==> config.mk <==
export PLATFORM = sky130hd
export DESIGN_NAME = spi_tx_master
export DESIGN_NICKNAME = d
export VERILOG_FILES = /design/src/rtl/spi_tx_pkg.sv /design/src/rtl/spi_tx_holdbuf.sv /design/src/rtl/spi_tx_clkgen.sv /design/src/rtl/spi_tx_shifter.sv /design/src/rtl/spi_tx_flags.sv /design/src/rtl/spi_tx_master.sv
export SDC_FILE = /design/constraint.sdc
export NUM_CORES = 1
export LEC_CHECK = 0
export ABC_CLOCK_PERIOD_IN_PS = 7900
export BUFFER_PORTS_ARGS = -buffer_cell sky130_fd_sc_hd__buf_4
export CORE_MARGIN = 2
export CORE_UTILIZATION = 23
export CTS_CLUSTER_SIZE = 10
export DETAILED_ROUTE_END_ITERATION = 6
export SLEW_MARGIN = 20
export SYNTH_ARGS = -nofsm -noshare
export SYNTH_HDL_FRONTEND = slang
export SYNTH_HIERARCHICAL = 1
export SYNTH_SLANG_ARGS = --single-unit
export TNS_END_PERCENT = 1
==> constraint.sdc <==
create_clock -name clk -period 7.9 [get_ports clk]
set_clock_uncertainty 0.15 [all_clocks]
set_input_delay 1.185 -clock clk [delete_from_list [all_inputs] [get_ports clk]]
set_output_delay 1.185 -clock clk [all_outputs]
set_load 0.05 [all_outputs]
==> src/rtl/spi_tx_pkg.sv <==
package spi_tx_pkg;
  typedef enum logic {
    ORDER_MSB = 1'b0,
    ORDER_LSB = 1'b1
  } bit_order_e;
endpackage

==> src/rtl/spi_tx_holdbuf.sv <==
module spi_tx_holdbuf #(
  parameter int DW = 16
) (
  input  logic          clk,
  input  logic          rst_n,
  input  logic          wr_en,
  input  logic [DW-1:0] wr_data,
  input  logic          take,
  output logic          full,
  output logic [DW-1:0] word,
  output logic          empty_flag
);
  // A write always wins over a take on the same edge: the taken word is the old one.
  always_ff @(posedge clk or negedge rst_n) begin
    if (!rst_n) begin
      full       <= 1'b0;
      word       <= '0;
      empty_flag <= 1'b1;
    end else begin
      if (wr_en) begin
        word       <= wr_data;
        full       <= 1'b1;
        empty_flag <= 1'b0;
      end else if (take) begin
        full       <= 1'b0;
        empty_flag <= 1'b1;
      end
    end
  end
endmodule

==> src/rtl/spi_tx_clkgen.sv <==
module spi_tx_clkgen #(
  parameter int DIV_W = 8
) (
  input  logic             clk,
  input  logic             rst_n,
  input  logic             run,
  input  logic [DIV_W-1:0] div,
  output logic             sclk,
  output logic             fall_tick
);
  logic [DIV_W-1:0] cnt;
  logic             tick;

  assign tick      = run && (cnt == div);
  assign fall_tick = tick && sclk;

  always_ff @(posedge clk or negedge rst_n) begin
    if (!rst_n) begin
      cnt  <= '0;
      sclk <= 1'b0;
    end else if (!run) begin
      cnt  <= '0;
      sclk <= 1'b0;
    end else if (tick) begin
      cnt  <= '0;
      sclk <= ~sclk;
    end else begin
      cnt  <= cnt + 1'b1;
    end
  end
endmodule

==> src/rtl/spi_tx_shifter.sv <==
module spi_tx_shifter
  import spi_tx_pkg::*;
#(
  parameter int DW  = 16,
  localparam int CLW = $clog2(DW)
) (
  input  logic           clk,
  input  logic           rst_n,
  input  logic           load,
  input  logic [DW-1:0]  load_data,
  input  logic [CLW-1:0] chlen,
  input  bit_order_e     order,
  input  logic           fall_tick,
  output logic           active,
  output logic           last,
  output logic           sdo
);
  localparam logic [CLW-1:0] TOP_IDX = CLW'(DW - 1);

  logic [DW-1:0]  shreg;
  logic [CLW-1:0] bits_left;
  bit_order_e     order_q;
  logic [CLW-1:0] align;

  // MSB-first words are left-aligned so the first bit sits at the top.
  assign align = TOP_IDX - chlen;
  assign last  = (bits_left == '0);
  assign sdo   = active && ((order_q == ORDER_LSB) ? shreg[0] : shreg[DW-1]);

  always_ff @(posedge clk or negedge rst_n) begin
    if (!rst_n) begin
      active    <= 1'b0;
      shreg     <= '0;
      bits_left <= '0;
      order_q   <= ORDER_MSB;
    end else if (load) begin
      active    <= 1'b1;
      bits_left <= chlen;
      order_q   <= order;
      shreg     <= (order == ORDER_LSB) ? load_data : (load_data << align);
    end else if (active && fall_tick) begin
      if (last) begin
        active <= 1'b0;
      end else begin
        bits_left <= bits_left - 1'b1;
        shreg     <= (order_q == ORDER_LSB) ? {1'b0, shreg[DW-1:1]}
                                            : {shreg[DW-2:0], 1'b0};
      end
    end
  end
endmodule

==> src/rtl/spi_tx_flags.sv <==
module spi_tx_flags (
  input  logic clk,
  input  logic rst_n,
  input  logic set_end,
  input  logic clr_end,
  input  logic empty_flag,
  input  logic ie_empty,
  input  logic ie_end,
  output logic flag_end,
  output logic irq_empty,
  output logic irq_end
);
  always_ff @(posedge clk or negedge rst_n) begin
    if (!rst_n)       flag_end <= 1'b0;
    else if (set_end) flag_end <= 1'b1;
    else if (clr_end) flag_end <= 1'b0;
  end

  assign irq_empty = empty_flag && ie_empty;
  assign irq_end   = flag_end && ie_end;
endmodule

==> src/rtl/spi_tx_master.sv <==
module spi_tx_master
  import spi_tx_pkg::*;
#(
  parameter int DW    = 16,
  parameter int DIV_W = 8,
  localparam int CLW  = $clog2(DW)
) (
  input  logic             clk,
  input  logic             rst_n,
  input  logic [DIV_W-1:0] cfg_div,
  input  logic [CLW-1:0]   cfg_chlen,
  input  logic             cfg_lsb_first,
  input  logic             ie_empty,
  input  logic             ie_end,
  input  logic             tx_valid,
  input  logic [DW-1:0]    tx_data,
  output logic             tx_ready,
  input  logic             end_clr,
  output logic             sclk,
  output logic             sdo,
  output logic             busy,
  output logic             flag_empty,
  output logic             flag_end,
  output logic             irq_empty,
  output logic             irq_end
);
  logic          buf_full;
  logic [DW-1:0] buf_word;
  logic          fall_tick;
  logic          last_bit;
  logic          load;
  logic          done;

  assign tx_ready = 1'b1;
  // Load from idle, or chain on the final falling edge of the current character.
  assign load = buf_full && (!busy || (fall_tick && last_bit));
  assign done = busy && fall_tick && last_bit && !buf_full;

  spi_tx_holdbuf #(.DW(DW)) u_buf (
    .clk        (clk),
    .rst_n      (rst_n),
    .wr_en      (tx_valid),
    .wr_data    (tx_data),
    .take       (load),
    .full       (buf_full),
    .word       (buf_word),
    .empty_flag (flag_empty)
  );

  spi_tx_clkgen #(.DIV_W(DIV_W)) u_clk (
    .clk       (clk),
    .rst_n     (rst_n),
    .run       (busy),
    .div       (cfg_div),
    .sclk      (sclk),
    .fall_tick (fall_tick)
  );

  spi_tx_shifter #(.DW(DW)) u_shift (
    .clk       (clk),
    .rst_n     (rst_n),
    .load      (load),
    .load_data (buf_word),
    .chlen     (cfg_chlen),
    .order     (bit_order_e'(cfg_lsb_first)),
    .fall_tick (fall_tick),
    .active    (busy),
    .last      (last_bit),
    .sdo       (sdo)
  );

  spi_tx_flags u_flags (
    .clk        (clk),
    .rst_n      (rst_n),
    .set_end    (done),
    .clr_end    (end_clr),
    .empty_flag (flag_empty),
    .ie_empty   (ie_empty),
    .ie_end     (ie_end),
    .flag_end   (flag_end),
    .irq_empty  (irq_empty),
    .irq_end    (irq_end)
  );
endmodule

Word-level counts from Yosys, hierarchy flattened
Index checks and enable logic that the tools add are counted.

Flip-flop bits (word level): 50. Bits of input ports: 35. Output and inout port bits: 8. Word-level logic and storage cells: 60.

Add/sub/neg operators: 3. Eq/ne operators: 3. Shifts and indexed selects: 1. Muxes and demuxes: 22. Bitwise operators: 1. Reduce and logical (&&, ||, !) cells: 20.

Operators by type and width (count): 16-bit 2-to-1 mux (5); 8-bit 2-to-1 mux (2); 16-bit by 4-bit left shift with 16-bit output (1); 1-bit 2-to-1 mux (12); 4-bit 2-to-1 mux (3); 1-bit logical AND (10); 8-bit by 1-bit adder with 8-bit output, second input constant (1); 8-bit == test (1); 2-bit nonzero test (4); 4-bit logical NOT (1); 2-bit AND reduction (2); 4-bit by 1-bit subtractor with 4-bit output, second input constant (1); 4-bit subtractor, first input constant (1); 1-bit logical NOT (2); 2-bit by 1-bit inequality test with 1-bit output, second input constant (1); 2-bit inequality test, second input constant (1); 1-bit logical OR (1); 1-bit inverter (1).

Logic depth before layout (Yosys ltp)
Gate-level depths: netlist of run 1.

Depth in word-level cells: 8. Mapped depth: 14. Gate-level depth less buffers: 10.

Hierarchy
The synthesis of run 1 kept the hierarchy.

Modules (own cells, without submodules): spi_tx_shifter (instances 1, cells each 219, area an instance 2128.3 um2, sequential area each 550.5 um2); spi_tx_holdbuf (instances 1, cells each 40, area an instance 713.2 um2, sequential area each 451.7 um2); spi_tx_clkgen (instances 1, cells each 48, area an instance 506.7 um2, sequential area each 225.2 um2); spi_tx_flags (instances 1, cells each 5, area an instance 48.8 um2, sequential area each 25.0 um2); spi_tx_master (instances 1, cells each 5, area an instance 35.0 um2, sequential area each 0.0 um2).

Least setup slack after synthesis of run 1
Ideal clock, no wire load.

Path kind: input port to flip-flop. Start: in cfg_div[0]. End: reg u_shift.shreg[11]. Setup time: 0.141 ns. Arrival: 2.997 ns. Data required time: 7.609 ns. Setup slack: 4.612 ns. Stages on the path: 9. Buffers on the path: 3. Path through: xnor2_1 > nand4_2 > nor3_1 > nand2_1 > a21boi_1 > clkbuf_1 > clkbuf_1 > clkbuf_1 > o221ai_1.

Cells in the longest elaborated chain, start to end: 8. Elaborated cells on any way between the ends: 11. Those cells by class: 2 x eq/ne; 1 x mux; 8 x reduce/logical.

RTL lines: start: declaration (line spi_tx_master.sv:10) `input logic [DIV_W-1:0] cfg_div,`; 8-bit == test (*) (line spi_tx_clkgen.sv:14) `assign tick = run && (cnt == div);`; 1-bit logical AND (*) (line spi_tx_clkgen.sv:14); 1-bit logical AND (*) (line spi_tx_clkgen.sv:15) `assign fall_tick = tick && sclk;`; net fall_tick (line spi_tx_master.sv:29) `logic fall_tick;`; 1-bit logical AND (*) (line spi_tx_master.sv:36) `assign load = buf_full && (!busy || (fall_tick && last_bit));`; 1-bit logical OR (*) (line spi_tx_master.sv:36); 1-bit logical AND (*) (line spi_tx_master.sv:36); net load (line spi_tx_master.sv:31) `logic load;`; 2-bit by 1-bit inequality test with 1-bit output (no source line) / 2-bit nonzero test (equally long branches); 2-bit AND reduction (no source line); end signal: assignment (line spi_tx_shifter.sv:40) `shreg <= (order == ORDER_LSB) ? load_data : (load_data << align);`; end signal: assignment (line spi_tx_shifter.sv:46) `shreg <= (order_q == ORDER_LSB) ? {1'b0, shreg[DW-1:1]}`; end: declaration (line spi_tx_shifter.sv:20) `logic [DW-1:0] shreg;`.

The timed path passes the listed nets; every way through them passes the cells marked *. A chain may end at the register's enable or synchronous reset.

Worst setup path in the final report of run 1
Start: in cfg_div[6]. End: reg u_shift.shreg[10].

Cells in the longest elaborated chain, start to end: 8. Elaborated cells on any way between the ends: 11. Those cells by class: 2 x eq/ne; 1 x mux; 8 x reduce/logical.

RTL lines (line): 8-bit == test (*) (spi_tx_clkgen.sv:14); 1-bit logical AND (*) (spi_tx_clkgen.sv:14); 1-bit logical AND (*) (spi_tx_clkgen.sv:15); net fall_tick (spi_tx_master.sv:29); 1-bit logical AND (spi_tx_master.sv:36); 1-bit logical OR (spi_tx_master.sv:36); 1-bit logical AND (spi_tx_master.sv:36); 2-bit by 1-bit inequality test with 1-bit output (no source line) / 2-bit nonzero test (equally long branches); 2-bit AND reduction (no source line).

Marks and branches as above.

==> flow_summary.ini, run 1 <==
[yosys]
synth_cell_types = 54
synthTopCellsByArea = dfrtp_1, mux2i_1, mux4_1, mux2_2, mux2_4
synth_area_mm2 = 0.00343
ys.flop_type = dfrtp_1
yosysTopAreaCell = dfrtp_1
synth-simple-area-share_pct = 12.6
synthAdderAreaFrac_pct = 0.729
synth_top_family_by_area = multiplexers
yosys_warnings = 6
synth.most_common_cell = dfrtp_1
seq_area_frac_synth_pct = 36.5
muxShareOfSynthArea_pct = 27.9
ys_seq_elements = 50
yosys.area_share.xor_xnor_pct = 4.34
synth-edff-count = 0
syn_inst = 317
synth_compound_area_share_pct = 12.2
synth.avg_cell_area_um2 = 10.8
synth_nets = 354
ys_top_cells_by_count = dfrtp_1, mux2i_1, nand2_1
synth_top_area_share_pct = 35.7
ys_async_sr_fraction_pct = 100

[floorplan]
core_area_mm2 = 0.0145
die_area_mm2 = 0.0159
start_util_pct = 23.6
rows = 44
die_width_um = 126
pin_count = 43
dieHeight_um = 126

[cts]
cts_resized = 0
hold_buffers = 0
clock_latency_ps = 300
cts_tree = built
cts_setup_buffers = 0
cts.path.max_buffers = 2
clock-sinks = 50
clk_pin_slew_ps = 70
htreeDepth = 2
numCtsBuffers = 5
clockRootBuffer = clkbuf_16

[timing]
tns_ps = 0
hold_viol = 0
relSlewSlack_pct = 45.1
period_needed_ps = 3490
tightest_slew_ps = 823
fmax_mhz = 286
slew_viol_final = 0
period_share_pct = 44.2
setup_viol = 0
setup_slack_ps = 4410
rsz0062_at_grt = false

[power_and_ir_drop]
pwr-share-comb_pct = 32.5
clkPwrFrac_pct = 27.2
power_frac_seq_pct = 40.3
ir_worst_vdd_v = 0.000111
intPower_mw = 0.704
p_sw_share_pct = 33.8
power.leakage_nw = 1.72
power_switching_mw = 0.359
powerDensity_mw_per_mm2 = 264

[critical_path]
cp.required_ps = 7940
crit_path_start_kind = primary input
critPathKind = primary input to register
path_max_fanout = 14
worstSetupEndpointType = register
cp.arrival_ps = 3530

[global_routing]
grt.total_usage_pct = 10.3
antenna_found_initial = 0
grt_pass1_wl_um = 13100
grt_pass1_vias = 2432
grt_max_degree = 51
grt.overflow.total = 0

[place]
dp_cells = 518
hpwl_um = 5750
routabilityCongestion = 0.849
pre_cts_ws_ps = 4100
io_buffer_count = 41
placed_area_mm2 = 0.00382

[detailed_routing]
detail_route.wl_per_cell_um = 15.2
first_pass_iters = 4
vias_per_cell = 4.85
ant_nets = 0
drtIter0Drc = 154
drc_errors = 0
num_vias = 2553
routed_wl_um = 8010

[min_path]
min_path_type = register to register

[final_layout]
final_area_mm2 = 0.00402
ff_latch_area_mm2 = 0.00125
nNetsFinal = 378
syn_to_final_growth_pct = 17.1
multiInputGateArea_mm2 = 0.00199
finalNonFillerCells = 526
drive_gt1_share_pct = 26.3
nFillCells = 1541
num_antenna_cells = 0

[job]
max_cap_viol_count = 0

[outcome]
status = finished clean
[metrics by stage]
stage	hold WS [ps]	util, %	total power [mW]
2_1_floorplan	320	-	0.687
3_3_place_gp	333	26.3	0.768
3_5_place_dp	339	26.3	0.779
4_1_cts	351	27.7	1.07
5_1_grt	370	27.7	1.13
6_report	346	27.7	1.06
[cell families (layout without fill, tap and decap cells)]
kind of cell,count (synthesis),after routing
buffers and inverters,33,58
other,1,1
adders and majority gates,2,2
AOI/OAI and AO/OA,61,61
muxes,70,70
and+or+nand+nor,83,83
xor gates and xnor gates,17,17
DFF,50,50
[per-layer routing]
layer  up-vias  global-route usage, %  share of wire [%]  wire, µm
li1       1222                      -                  -         -
met1      1263                   13.4                 46      3670
met2        59                   16.5                 48      3850
met3         9                   2.93                4.5       360
met4         0                   3.36                1.5       123
met5         -                      0                  0         0
[power by group through the flow]
stage	Clock, mW	Combinational, mW	Sequential [mW]
floorplan	0	0.292	0.396
global placement	0	0.338	0.430
detailed placement	0	0.346	0.434
CTS	0.298	0.348	0.429
global route	0.305	0.382	0.444
finish	0.289	0.345	0.428
[critical path, stage by stage]
cell and delay (ps):
buf_4 110, xnor2_1 180, nand4_2 200, nor3_1 310, and2_0 600, and2_1 480
a211oi_1 170, a211o_1 290
[cell type report]
type | instances | area share [%]
timing repair buffer | 42 | 7.85
inverter | 8 | 0.747
clock buffer | 6 | 3.46
clock inverter | 2 | 1.49
tap | 184 | 5.73
multi-input combinational | 234 | 49.6
sequential | 50 | 31.2
[final timing paths]
check                                        startpoint  slack (ps)                             to  depth (start not counted)
setup reg to reg                 u_clk/cnt[6]$_DFF_PN0_        4940  u_shift/shreg[10]$_DFFE_PN0P_                          7
hold reg to reg            u_buf/empty_flag$_DFFE_PN1P_         350   u_buf/empty_flag$_DFFE_PN1P_                          2
min in group asynchronous                         rst_n         760   u_shift/shreg[0]$_DFFE_PN0P_                          1
max in group asynchronous                         rst_n        6400         u_buf/full$_DFFE_PN0P_                          1
setup / recovery                             cfg_div[6]        4410  u_shift/shreg[10]$_DFFE_PN0P_                          8
hold / removal             u_buf/empty_flag$_DFFE_PN1P_         350   u_buf/empty_flag$_DFFE_PN1P_                          2
[placed cells by master (no fill, tap or decap), types with 3 or more instances in the layout]
cell       instances
mux4_2             4
mux2_2            17
dfrtp_1           49
o211ai_1           5
nor3b_1            3
o21ai_0           14
a21o_1             3
xor2_1             5
o221ai_1           3
a2bb2oi_1          6
mux4_1             9
and2_1             5
buf_4             42
mux2i_1           32
nand2_1           21
xnor2_1           12
nand3_1           18
nor2b_1            4
mux2_4             8
nor2_1            16
a21oi_1           11
clkbuf_16          5
a31oi_1            6
inv_1              8
[state kept, by name, indices dropped and copies added, names as in the netlist]
signal	flops
u_clk/sclk	1
u_buf/word	16
u_buf/full	1
u_shift/bits_left	4
u_shift/order_q	1
u_shift/shreg	16
u_clk/cnt	8
u_shift/active	1
u_flags/flag_end	1
u_buf/empty_flag	1
Note: power is estimated with default switching activity, not from simulation.
==> inputs of run 2 (changes only) <==
--- a/config.mk
+++ b/config.mk
@@ -5,7 +5,7 @@
 export SDC_FILE = /design/constraint.sdc
 export NUM_CORES = 1
 export LEC_CHECK = 0
-export ABC_CLOCK_PERIOD_IN_PS = 7900
+export ABC_CLOCK_PERIOD_IN_PS = 3700
 export BUFFER_PORTS_ARGS = -buffer_cell sky130_fd_sc_hd__buf_4
 export CORE_MARGIN = 2
 export CORE_UTILIZATION = 23
==> constraint.sdc (replaced) <==
create_clock -name clk -period 3.7 [get_ports clk]
set_clock_uncertainty 0.15 [all_clocks]
set_input_delay 0.555 -clock clk [delete_from_list [all_inputs] [get_ports clk]]
set_output_delay 0.555 -clock clk [all_outputs]
set_load 0.05 [all_outputs]
==> flow_summary.ini, run 2 (synthesis gave the netlist of run 1 again) <==
[outcome]
status = finished clean

[detailed_routing]
detail_route.wl_per_cell_um = 14.5
vias_per_cell = 4.77
num_vias = 2514
drc_errors = 0
drtIter0Drc = 190
routed_wl_um = 7630
first_pass_iters = 4
ant_nets = 0

[floorplan]
rows = 44
pin_count = 43
start_util_pct = 23.6
die_width_um = 126
core_area_mm2 = 0.0145
dieHeight_um = 126
die_area_mm2 = 0.0159

[power_and_ir_drop]
power_frac_seq_pct = 41.8
pwr-share-comb_pct = 33.8
clkPwrFrac_pct = 24.3
intPower_mw = 1.42
powerDensity_mw_per_mm2 = 544
power_switching_mw = 0.765
ir_worst_vdd_v = 0.000249
power.leakage_nw = 1.70
p_sw_share_pct = 35.0

[final_layout]
nNetsFinal = 379
syn_to_final_growth_pct = 16.8
nFillCells = 1549
mostFrequentLayoutCell = dfrtp_1
reg_top3 = u_buf/word (16), u_shift/shreg (16), u_clk/cnt (8)
num_antenna_cells = 0
drive_gt1_share_pct = 26.5
layout_common_cells = dfrtp_1, buf_4, mux2i_1

[critical_path]
cp.buffers_inverters = 3
cp.arrival_ps = 3010
r2r_cells = 10
cp_slowest_cell = or3b_2
critPathKind = register to register
critical_path_depth = 10
crit_path_start = u_shift/bits_left[0]$_DFFE_PN0P_
critPathMostFrequentCell = inv_1
worstPathCellList = inv_1 > ha_1 > or3b_2 > inv_1 > nand2_1 > a21boi_2 > buf_12 > and3_1 > a21oi_1 > o21ai_0
cp.required_ps = 3770
r2r-start = u_shift/bits_left[0]$_DFFE_PN0P_
path_max_fanout = 35
worstSetupEndpointType = register
critical-path-top-delay-family = simple AND/OR/NAND/NOR gates
crit_path_start_kind = register
cpPeakStageDelay_ps = 600

[cts]
clock_latency_ps = 300
cts.path.max_buffers = 2
cts_resized = 0
cts_tree = built
cts_setup_buffers = 0
clockRootBuffer = clkbuf_16
numCtsBuffers = 5
clk_pin_slew_ps = 70
clock-sinks = 50
htreeDepth = 2
hold_buffers = 0

[timing]
setup_viol = 0
slew_viol_final = 0
fmax_mhz = 339
period_needed_ps = 2950
period_share_pct = 79.6
tns_ps = 0
hold_viol = 0
fin_hold_ws_ps = 130
tightest_slew_ps = 860
rsz0062_at_grt = false
relSlewSlack_pct = 42.7
setup_slack_ps = 753

[global_routing]
grt.overflow.total = 0
grt_pass1_vias = 2525
grt_max_degree = 51
grt_pass1_wl_um = 12900
grt.total_usage_pct = 9.95
antenna_found_initial = 0

[place]
io_buffer_count = 41
routabilityCongestion = 0.817
pre_cts_ws_ps = 625
hpwl_um = 5580

[job]
max_cap_viol_count = 0

[min_path]
min_path_type = primary input to async pin
==> run 2: changes by cell type in the layout (fill, tap and decap cells not counted), sizes merged <==
cell,before,now
clkinvlp,0,2
buf,42,43
bufinv,2,1
clkbuf,6,5
==> run 2: power groups by stage <==
stage	Clock (mW)	Sequential, mW	Combinational [mW]
2_1_floorplan	0	0.845	0.623
3_3_place_gp	0	0.919	0.727
3_5_place_dp	0	0.924	0.741
4_1_cts	0.544	0.915	0.744
5_1_grt	0.575	0.950	0.825
6_report	0.531	0.913	0.739
==> run 2: per-layer routing <==
metal / up-vias / routed length (µm) / track usage (%)
met5: - / 0 / 0
met4: 0 / 123 / 3.49
met3: 9 / 346 / 2.17
met2: 62 / 3540 / 15.5
met1: 1222 / 3620 / 13.6
li1: 1221 / - / -
==> run 2: path summary, 6_finish.rpt <==
kind / to / slack [ps]
worst max-delay path: u_shift/shreg[6]$_DFFE_PN0P_ / 750
worst min-delay path: u_shift/shreg[0]$_DFFE_PN0P_ / 130
worst max register to register: u_shift/shreg[6]$_DFFE_PN0P_ / 750
worst min register to register: u_flags/flag_end$_DFFE_PN0P_ / 360
max in group asynchronous: u_buf/word[11]$_DFFE_PN0P_ / 2830
min in group clk: u_buf/word[5]$_DFFE_PN0P_ / 340
==> run 2: through the flow <==
| step | util [%] | cell area (µm²) | total power, mW | cells |
|---|---|---|---|---|
| final | 27.6 | 4010 | 2.18 | 527 |
| after global routing | 27.6 | 4010 | 2.35 | 527 |
| after CTS | 27.6 | 4010 | 2.20 | 527 |
| after detailed placement | 26.4 | 3840 | 1.66 | 519 |
| after global placement | 26.4 | 3840 | 1.65 | 519 |
| after floorplan | - | 3430 | 1.47 | 317 |
==> run 2: cell type report <==
cell class              count  area [µm²]  area share [%]
multi-input cells         234        1990            49.7
flip-flops and latches     50        1250            31.2
repair buffers             43         335            8.36
well taps                 184         230            5.74
clock buffers               5         125            3.12
clock inverters             3        45.0            1.12
inverters                   8        30.0           0.749
==> run 2: worst reg2reg max path: cells and delay by family (launching register included) <==
kind                     cells  cell delay [ps]
AO/OA/AOI/OAI                3              750
adder cells (fa/ha/maj)      1              150
buffers and inverters        3              450
flip-flops                   1              400
AND/OR/NAND/NOR              3              970
==> inputs of run 3 (changes only) <==
--- a/config.mk
+++ b/config.mk
@@ -5,7 +5,7 @@
 export SDC_FILE = /design/constraint.sdc
 export NUM_CORES = 1
 export LEC_CHECK = 0
-export ABC_CLOCK_PERIOD_IN_PS = 3700
+export ABC_CLOCK_PERIOD_IN_PS = 2650
 export BUFFER_PORTS_ARGS = -buffer_cell sky130_fd_sc_hd__buf_4
 export CORE_MARGIN = 2
 export CORE_UTILIZATION = 23
==> constraint.sdc (replaced) <==
create_clock -name clk -period 2.65 [get_ports clk]
set_clock_uncertainty 0.15 [all_clocks]
set_input_delay 0.3975 -clock clk [delete_from_list [all_inputs] [get_ports clk]]
set_output_delay 0.3975 -clock clk [all_outputs]
set_load 0.05 [all_outputs]
==> flow_summary.ini, run 3 (synthesis gave the netlist of run 1 again) <==
[detailed_routing]
num_vias = 2629
drc_errors = 0
ant_nets = 0
routed_wl_um = 8140
drtIter0Drc = 197
vias_per_cell = 4.87
detail_route.wl_per_cell_um = 15.1
first_pass_iters = 4

[timing]
hold_viol = 30
tns_ps = 0
fmax_mhz = 415
relSlewSlack_pct = 55.8
period_needed_ps = 2410
period_share_pct = 90.9
tightest_slew_ps = 663
slew_viol_final = 0
setup_slack_ps = 242
fin_hold_ws_ps = -23.1
rsz0062_at_grt = false
setup_viol = 0

[power_and_ir_drop]
clkPwrFrac_pct = 21.9
power.leakage_nw = 1.76
power_mw = 3.03
powerDensity_mw_per_mm2 = 737
power_frac_seq_pct = 41.4
intPower_mw = 1.93
pwr-share-comb_pct = 36.7
p_sw_share_pct = 36.4
ir_worst_vdd_v = 0.000293
power_switching_mw = 1.10

[final_layout]
syn_to_final_growth_pct = 19.7
ff_latch_area_mm2 = 0.00125
reg_top3 = u_buf/word (16), u_shift/shreg (16), u_clk/cnt (8)
num_antenna_cells = 0
mostFrequentLayoutCell = buf_4
nNetsFinal = 392
nFillCells = 1551
multiInputGateArea_mm2 = 0.00201
layout_common_cells = buf_4, dfrtp_1, mux2i_1
finalNonFillerCells = 540
drive_gt1_share_pct = 30.3

[cts]
clk_pin_slew_ps = 80
cts.path.max_buffers = 2
htreeDepth = 2
cts_tree = built
cts_setup_buffers = 0
clock-sinks = 50
numCtsBuffers = 5
clockRootBuffer = clkbuf_16
hold_buffers = 0
clock_latency_ps = 300

[place]
pre_cts_ws_ps = 22.0
hpwl_um = 6050
routabilityCongestion = 0.861
dp_cells = 532
io_buffer_count = 41

[critical_path]
r2r_cells = 9
worstPathCellList = xnor2_1 > nand4_2 > nor3_2 > buf_4 > and2_0 > and2_2 > buf_4 > o21ai_0 > o221ai_1
cp_slowest_cell = dfrtp_1
critPathKind = register to register
crit_path_start_kind = register
path_max_fanout = 8
cp.required_ps = 2700
cp.arrival_ps = 2460
worstSetupEndpointType = register
cpPeakStageDelay_ps = 430
critPathMostFrequentCell = buf_4

[floorplan]
pin_count = 43
die_width_um = 126
core_area_mm2 = 0.0145
rows = 44
die_area_mm2 = 0.0159
dieHeight_um = 126
start_util_pct = 23.6

[min_path]
min_path_type = primary input to async pin

[global_routing]
grt.overflow.total = 0
grt.total_usage_pct = 10.5
antenna_found_initial = 0
grt_max_degree = 51
grt_pass1_vias = 2615
grt_pass1_wl_um = 13600

[outcome]
status = finished, violations left
failed_checks = hold timing

[job]
max_cap_viol_count = 0
==> run 3: power groups by stage <==
stage / registers [mW] / clock network [mW] / logic [mW]
6_report: 1.25 / 0.662 / 1.11
3_3_place_gp: 1.26 / 0 / 1.07
2_1_floorplan: 1.18 / 0 / 0.873
3_5_place_dp: 1.27 / 0 / 1.10
5_1_grt: 1.30 / 0.722 / 1.23
4_1_cts: 1.25 / 0.685 / 1.11
==> run 3: area by class of cell <==
cell class                      count  share of cell area, %
Multi-Input combinational cell    234                   48.9
Clock buffer                        5                   3.05
Clock inverter                      3                  0.579
Timing Repair Buffer               56                   10.6
Sequential cell                    50                   30.5
Tap cell                          184                   5.60
Inverter                            8                  0.731
==> run 3: critical path: cells and delay by family, from the launching register on <==
family | cells | cell delay (ps)
simple gates | 4 | 930
flops | 1 | 430
buf+inv | 2 | 310
compound gates | 2 | 300
xor+xnor | 1 | 190
==> run 3: repair_timing <==
item | CTS | global route
setup endpoints to repair | 0 | 11
endpoints found under the hold margin | 0 | 0
resized for setup | 0 | 7
==> run 3: stage by stage <==
step,hold WS (ps),cell area (µm²),util (%)
3_5_place_dp,329,3940,27.1
4_1_cts,8.59,4090,28.1
6_report,-23.1,4110,28.3
3_3_place_gp,318,3940,27.1
5_1_grt,34.0,4110,28.3
2_1_floorplan,-48.1,3440,-
==> run 3: final timing paths <==
check | startpoint | endpoint | slack (ps)
worst min register to register | u_buf/empty_flag$_DFFE_PN1P_ | u_buf/empty_flag$_DFFE_PN1P_ | 360
worst max-delay path | u_clk/cnt[0]$_DFF_PN0_ | u_shift/shreg[11]$_DFFE_PN0P_ | 240
worst max register to register | u_clk/cnt[0]$_DFF_PN0_ | u_shift/shreg[11]$_DFFE_PN0P_ | 240
max in group asynchronous | rst_n | u_buf/word[3]$_DFFE_PN0P_ | 1920
min in group clk | tx_data[7] | u_buf/word[7]$_DFFE_PN0P_ | 180
worst min-delay path | rst_n | u_shift/shreg[3]$_DFFE_PN0P_ | -20
==> run 3: routing by layer <==
| layer | vias up | track usage [%] | part of all wire, % |
|---|---|---|---|
| met4 | 0 | 3.04 | 1.3 |
| met1 | 1303 | 13.7 | 46 |
| met2 | 61 | 17.7 | 49 |
| met3 | 8 | 1.78 | 3.9 |
| met5 | - | 0 | 0 |
| li1 | 1257 | - | - |
